===== src/rtl/ibr_pkg.sv =====
package ibr_pkg;

    localparam int NUM_W    = 10;
    localparam int WE_BIT   = 15;
    localparam int STAT_RDY = 0;
    localparam int STAT_OVR = 1;

    typedef enum logic [1:0] {
        WIN_CTRL = 2'd0,
        WIN_DATA = 2'd1,
        WIN_STAT = 2'd2,
        WIN_NONE = 2'd3
    } win_e;

    typedef struct packed {
        logic             we;
        logic [NUM_W-1:0] num;
    } cmd_t;

endpackage


===== src/rtl/ibr_regbank.sv =====
module ibr_regbank #(
    parameter int NREGS  = 16,
    parameter int DATA_W = 32,
    localparam int IDX_W = (NREGS > 1) ? $clog2(NREGS) : 1
) (
    input  logic              clk,
    input  logic              rst_n,
    input  logic              wr_en,
    input  logic [IDX_W-1:0]  wr_idx,
    input  logic [DATA_W-1:0] wr_data,
    input  logic [IDX_W-1:0]  rd_idx,
    output logic [DATA_W-1:0] rd_data
);

    logic [DATA_W-1:0] mem_q [NREGS];

    for (genvar i = 0; i < NREGS; i++) begin : g_reg
        always_ff @(posedge clk or negedge rst_n) begin
            if (!rst_n) begin
                mem_q[i] <= '0;
            end else if (wr_en && (wr_idx == IDX_W'(i))) begin
                mem_q[i] <= wr_data;
            end
        end
    end

    always_comb begin
        rd_data = '0;
        for (int k = 0; k < NREGS; k++) begin
            if (rd_idx == IDX_W'(k)) rd_data = mem_q[k];
        end
    end

endmodule


===== src/rtl/ibr_seq.sv =====
module ibr_seq #(
    parameter int CFG_LAT  = 2,
    parameter int MGMT_LAT = 64,
    localparam int MAX_LAT = (MGMT_LAT > CFG_LAT) ? MGMT_LAT : CFG_LAT,
    localparam int CNT_W   = $clog2(MAX_LAT + 1)
) (
    input  logic clk,
    input  logic rst_n,
    input  logic start,
    input  logic slow,
    output logic busy,
    output logic done
);

    typedef struct packed {
        logic             busy;
        logic [CNT_W-1:0] cnt;
    } seq_t;

    seq_t s_d, s_q;

    always_comb begin
        s_d  = s_q;
        done = 1'b0;
        if (!s_q.busy) begin
            if (start) begin
                s_d.busy = 1'b1;
                s_d.cnt  = slow ? CNT_W'(MGMT_LAT - 1) : CNT_W'(CFG_LAT - 1);
            end
        end else if (s_q.cnt == '0) begin
            s_d.busy = 1'b0;
            done     = 1'b1;
        end else begin
            s_d.cnt = s_q.cnt - 1'b1;
        end
    end

    always_ff @(posedge clk or negedge rst_n) begin
        if (!rst_n) s_q <= '0;
        else        s_q <= s_d;
    end

    assign busy = s_q.busy;

    AST_START_GOES_BUSY: assert property (@(posedge clk) disable iff (!rst_n)
        (start && !s_q.busy) |=> s_q.busy);
    AST_CNT_IN_RANGE: assert property (@(posedge clk) disable iff (!rst_n)
        s_q.busy |-> (s_q.cnt < CNT_W'(MAX_LAT)));
    AST_COUNT_DOWN: assert property (@(posedge clk) disable iff (!rst_n)
        (s_q.busy && s_q.cnt != '0) |=> (s_q.busy && s_q.cnt == $past(s_q.cnt) - 1'b1));

endmodule


===== src/rtl/ind_reg_bridge.sv =====
module ind_reg_bridge #(
    parameter int DATA_W    = 32,
    parameter int NUM_CFG   = 16,
    parameter int NUM_MGMT  = 16,
    parameter int MGMT_BASE = 256,
    parameter int CFG_LAT   = 2,
    parameter int MGMT_LAT  = 64
) (
    input  logic              clk,
    input  logic              rst_n,
    input  logic              host_we,
    input  logic [1:0]        host_addr,
    input  logic [DATA_W-1:0] host_wdata,
    output logic [DATA_W-1:0] host_rdata
);
    import ibr_pkg::*;

    localparam int CIW = (NUM_CFG  > 1) ? $clog2(NUM_CFG)  : 1;
    localparam int MIW = (NUM_MGMT > 1) ? $clog2(NUM_MGMT) : 1;

    typedef struct packed {
        cmd_t              cmd;
        logic [DATA_W-1:0] data;
        logic [DATA_W-1:0] pend;
        logic              overrun;
    } br_t;

    br_t st_d, st_q;

    logic              busy, done, accept, cmd_wr, stat_clr, data_wr;
    logic              new_slow, tgt_cfg, tgt_mgmt;
    logic              cfg_wr, mgmt_wr;
    logic [NUM_W-1:0]  new_num;
    logic [DATA_W-1:0] cfg_rd, mgmt_rd, rd_result;
    logic [CIW-1:0]    cfg_idx;
    logic [MIW-1:0]    mgmt_idx;

    function automatic logic in_mgmt(input logic [NUM_W-1:0] n);
        return (32'(n) >= MGMT_BASE) && (32'(n) < MGMT_BASE + NUM_MGMT);
    endfunction

    assign cmd_wr   = host_we && (host_addr == WIN_CTRL);
    assign data_wr  = host_we && (host_addr == WIN_DATA);
    assign stat_clr = host_we && (host_addr == WIN_STAT) && host_wdata[STAT_OVR];
    assign accept   = cmd_wr && !busy;
    assign new_num  = host_wdata[NUM_W-1:0];
    assign new_slow = in_mgmt(new_num);

    assign tgt_cfg  = 32'(st_q.cmd.num) < NUM_CFG;
    assign tgt_mgmt = in_mgmt(st_q.cmd.num);
    assign cfg_idx  = CIW'(st_q.cmd.num);
    assign mgmt_idx = MIW'(st_q.cmd.num - NUM_W'(MGMT_BASE));
    assign cfg_wr   = done && st_q.cmd.we && tgt_cfg;
    assign mgmt_wr  = done && st_q.cmd.we && tgt_mgmt;
    assign rd_result = tgt_cfg ? cfg_rd : (tgt_mgmt ? mgmt_rd : '0);

    ibr_seq #(.CFG_LAT(CFG_LAT), .MGMT_LAT(MGMT_LAT)) u_seq (
        .clk(clk), .rst_n(rst_n), .start(accept), .slow(new_slow),
        .busy(busy), .done(done)
    );

    ibr_regbank #(.NREGS(NUM_CFG), .DATA_W(DATA_W)) u_cfg (
        .clk(clk), .rst_n(rst_n), .wr_en(cfg_wr), .wr_idx(cfg_idx),
        .wr_data(st_q.pend), .rd_idx(cfg_idx), .rd_data(cfg_rd)
    );

    ibr_regbank #(.NREGS(NUM_MGMT), .DATA_W(DATA_W)) u_mgmt (
        .clk(clk), .rst_n(rst_n), .wr_en(mgmt_wr), .wr_idx(mgmt_idx),
        .wr_data(st_q.pend), .rd_idx(mgmt_idx), .rd_data(mgmt_rd)
    );

    always_comb begin
        st_d = st_q;
        if (accept) begin
            st_d.cmd.we  = host_wdata[WE_BIT];
            st_d.cmd.num = new_num;
            st_d.pend    = st_q.data;
        end
        if (cmd_wr && busy) st_d.overrun = 1'b1;
        if (stat_clr)       st_d.overrun = 1'b0;
        if (data_wr)        st_d.data    = host_wdata;
        if (done && !st_q.cmd.we) st_d.data = rd_result;
    end

    always_ff @(posedge clk or negedge rst_n) begin
        if (!rst_n) st_q <= '0;
        else        st_q <= st_d;
    end

    always_comb begin
        host_rdata = '0;
        case (host_addr)
            WIN_CTRL: begin
                host_rdata[WE_BIT]    = st_q.cmd.we;
                host_rdata[NUM_W-1:0] = st_q.cmd.num;
            end
            WIN_DATA: host_rdata = st_q.data;
            WIN_STAT: begin
                host_rdata[STAT_RDY] = !busy;
                host_rdata[STAT_OVR] = st_q.overrun;
            end
            default: host_rdata = '0;
        endcase
    end

    AST_BUSY_AFTER_ACCEPT: assert property (@(posedge clk) disable iff (!rst_n)
        accept |=> busy);
    AST_OVERRUN_ON_COLLIDE: assert property (@(posedge clk) disable iff (!rst_n)
        (cmd_wr && busy) |=> st_q.overrun);
    AST_TARGET_HELD: assert property (@(posedge clk) disable iff (!rst_n)
        (cmd_wr && busy) |=> $stable(st_q.cmd));
    AST_OVERRUN_STICKY: assert property (@(posedge clk) disable iff (!rst_n)
        (st_q.overrun && !stat_clr) |=> st_q.overrun);
    AST_BANK_WR_ONLY_BUSY: assert property (@(posedge clk) disable iff (!rst_n)
        (cfg_wr || mgmt_wr) |-> busy);
    AST_READ_WINS: assert property (@(posedge clk) disable iff (!rst_n)
        (done && !st_q.cmd.we) |=> (st_q.data == $past(rd_result)));

endmodule


===== config.mk =====
export PLATFORM = sky130hd
export DESIGN_NAME = ind_reg_bridge
export DESIGN_NICKNAME = d
export VERILOG_FILES = /design/src/rtl/ibr_pkg.sv /design/src/rtl/ibr_regbank.sv /design/src/rtl/ibr_seq.sv /design/src/rtl/ind_reg_bridge.sv
export SDC_FILE = /design/constraint.sdc
export NUM_CORES = 2
export LEC_CHECK = 0
export BUFFER_PORTS_ARGS = -buffer_cell sky130_fd_sc_hd__buf_2
export CAP_MARGIN = 15
export CORE_UTILIZATION = 55
export DETAILED_ROUTE_END_ITERATION = 12
export PLACE_DENSITY = 0.71
export SLEW_MARGIN = 20
export SYNTH_ARGS = -nofsm -noshare
export SYNTH_HDL_FRONTEND = slang
export SYNTH_SLANG_ARGS = --single-unit

===== constraint.sdc =====
create_clock -name clk -period 2.95 [get_ports clk]
set_input_delay 0 -clock clk [delete_from_list [all_inputs] [get_ports clk]]
set_output_delay 0 -clock clk [all_outputs]
set_load 0.02 [all_outputs]

==> reports/results.tsv <==
metric	value	unit
status	complete, no violations	
synth-warning-count	0	
pre_cts_slack	0.112	ns
synthArstFlopShare	100	%
clockBufferDepth	3	
slew_violations	0	
synth_commonest_cells	dfrtp_1 (1108), mux2_2 (1075), clkbuf_1 (228)	
p_leak	0.0287	µW
cts.sinks	1108	
setup_ws	0.0304	ns
hold_end	cfg_idx[0]	
critical_path_class	flop to flop	
maxSlewHeadroom	17.6	%
ir_worst_vdd	580	µV
die_x	311	µm
grt_pass1_vias	38500	
ys_seq_elements	1108	
final_hold_viol_count	0	
vias	39200	
worstPathRequired	3.53	ns
endpoint_kind	flop	
arrival	3.50	ns
final_cells	5674	
timing.rr.start	cfg_idx[1]	
slowest_stage	dfrtp_4	
htree_levels	3	
dp_hpwl	117000	µm
antenna_found_initial	12	
tightest_slew	1.23	ns
synth_top_area_cell	dfrtp_1	
firstDrtPassIters	7	
clk_pin_slew	0.07	ns
io_pins	69	
avgViaCountPerCell	6.90	
finalWeightedCongestion	0.965	
clock-root-buffer	clkbuf_16	
portBuffers	68	
initial_core_util	55.9	%
holdPathStages	4	
ant_nets	0	
yosys.area.top_type_share	52.8	%
cts_buffers	113	
synth_seq_area_share	52.8	%
post-route-drc-count	0	
synth.distinct_cells	80	
fin_setup_tns	0	ns
rsz0062_at_grt	false	
drive_gt1_share	39.1	%
timing.fmax	343	MHz
skew	0.0315	ns
syn_area	0.0525	mm²
dp_cells	5430	
path_common_cell	buf_12	
grt_max_degree	148	
routed_wirelength	185000	µm
clock_latency	0.72	ns
synth-edff-count	0	
maxCapViolCount	0	
reg2reg_depth	7	
synthCells	4222	
path_cells	buf_12 -> nor2_1 -> nand2_1 -> buf_4 -> nor2_4 -> buf_12 -> mux2_2	
final.fill_count	7091	
regArea	0.0277	mm²
grt_util_all_layers	37.9	%
period_share	99.0	%
r2r-end	u_mgmt.mem_q[115]	
fp.dieH	311	µm
rows	112	
yosysMostFrequentCell	dfrtp_1	
drt_iter0_markers	5630	
core	0.0939	mm²
cp_max_fo	40	
wl_per_cell	32.6	µm
hold_class	primary input to flop	
min_from	host_wdata[0]	
slowest_delay	0.64	ns
syn-num-nets	4260	
min_period	2.92	ns
grt_pass1_wl	269000	µm
area_delta_synth_final	14.8	%
dieArea	0.0967	mm²
synth_area_leaders	dfrtp_1 (53%), mux2_2 (23%), mux2i_1 (3.0%), o21ai_0 (2.0%), clkbuf_1 (1.6%)	
ff2ff_setup_slack	0.03	ns
gr-total-overflow	0	
setup_violations	0	
synth-main-ff-cell	dfrtp_1	
powerDensity	810	mW/mm²
avgSynthCellArea	12.4	µm²
nNetsFinal	4369	
cp-start-kind	flop	
multiInputGateArea	0.0231	mm²
cts_tree	built	
metrics by stage:
| step | instance area (µm²) | util [%] | hold slack [ns] | power (µW) |
|---|---|---|---|---|
| 2_1_floorplan | 52500 | - | -0.296 | 25400 |
| 3_3_place_gp | 56100 | 59.8 | 0.00194 | 33400 |
| 3_5_place_dp | 56100 | 59.8 | 0.00799 | 33500 |
| 4_1_cts | 60200 | 64.1 | 0.0614 | 48000 |
| 5_1_grt | 60300 | 64.2 | 0.107 | 49900 |
| 6_report | 60300 | 64.2 | 0.0847 | 48900 |
final cells by class:
class	instances	area share, %
Multi-Input combinational cell	2688	38.4
Sequential cell	1108	46.0
Clock inverter	29	0.583
Timing Repair Buffer	407	6.70
Antenna cell	3	0.0124
Inverter	13	0.0830
Tap cell	1254	2.60
Clock buffer	172	5.63
logic make-up after synthesis:
| kind of cell | Yosys count | share of synthesized area (%) |
|---|---|---|
| mux | 1294 | 28.0 |
| flops | 1108 | 52.8 |
| compound gates | 800 | 9.90 |
| simple gates | 592 | 5.68 |
| buf+inv | 426 | 3.57 |
| xor+xnor | 1 | 0.0167 |
| fa+ha+maj | 1 | 0.0238 |
per-layer routing:
metal  wire length, µm  track usage [%]
met4             12100             21.4
met3             23100             11.1
met5               116                0
met1             70900             51.4
met2             78500             54.4
cell usage in the layout (no fill, tap or decap), types with 11 or more instances in the layout:
master / netlist / routed
dfrtp_1: 1108 / 1102
mux2_2: 1075 / 1075
buf_4: 31 / 219
o21ai_0: 206 / 206
a21oi_1: 168 / 168
nand2_1: 167 / 162
mux2i_1: 158 / 158
nor2_1: 166 / 155
clkbuf_16: 0 / 116
buf_12: 0 / 82
o22ai_1: 73 / 73
buf_2: 127 / 67
o221ai_1: 42 / 42
a31oi_1: 41 / 41
dlygate4sd3_1: 0 / 35
nand3_1: 32 / 32
mux2_1: 32 / 32
and2_1: 30 / 30
clkbuf_8: 0 / 30
nor3_1: 30 / 29
a211oi_1: 30 / 29
mux4_2: 29 / 29
nand2b_1: 29 / 28
clkbuf_1: 228 / 27
a22oi_1: 25 / 25
o211ai_1: 25 / 25
nor2b_1: 29 / 24
a221oi_1: 23 / 23
nor2_4: 0 / 18
clkinv_2: 0 / 17
nand3b_1: 14 / 14
nand4_1: 13 / 13
o2111ai_1: 12 / 12
o2bb2ai_1: 12 / 12
a2111oi_0: 11 / 11
a22o_1: 11 / 11
report_power, final:
part	leakage [µW]	internal (µW)	switching, µW	total (µW)
registers	0.0153	15700	2380	18100
clock network	0.00185	8410	6180	14600
logic	0.0115	5250	10900	16100
total	0.0287	29400	19500	48900
worst max-delay path by stage:
| stage | startpoint | endpoint | slack [ns] | cells past startpoint |
|---|---|---|---|---|
| floorplan | u_seq.s_q[0] | u_mgmt.mem_q[194] | 0.42 | 9 |
| global placement | cfg_idx[3] | st_q[37] | 0.11 | 6 |
| CTS | cfg_idx[1] | u_mgmt.mem_q[123] | 0.09 | 7 |
| finish | cfg_idx[1] | u_mgmt.mem_q[115] | 0.03 | 7 |
| global route | u_seq.s_q[0] | u_mgmt.mem_q[453] | 0.01 | 9 |
| detailed placement | cfg_idx[1] | u_mgmt.mem_q[123] | 0.11 | 7 |
flip-flops by register name, indices dropped and copies added (netlist names):
register and flops:
u_mgmt.mem_q 512, u_cfg.mem_q 512, u_seq.s_q 7, cfg_idx 4, st_q 72, u_seq.busy 1
repair_timing:
action                     4_1_cts  5_1_grt
buffers inserted                 0        3
gates resized for setup          0        1
hold endpoints to repair      1157        0
hold buffers                    36        0
setup endpoints to repair        0        4
critical path, delay by kind of cell (launching register included):
kind	cells	cell delay [ns]
muxes	1	0.36
buffers and inverters	3	0.75
and+or+nand+nor	3	0.99
DFF	1	0.64
(Power assumes the default switching activity.)
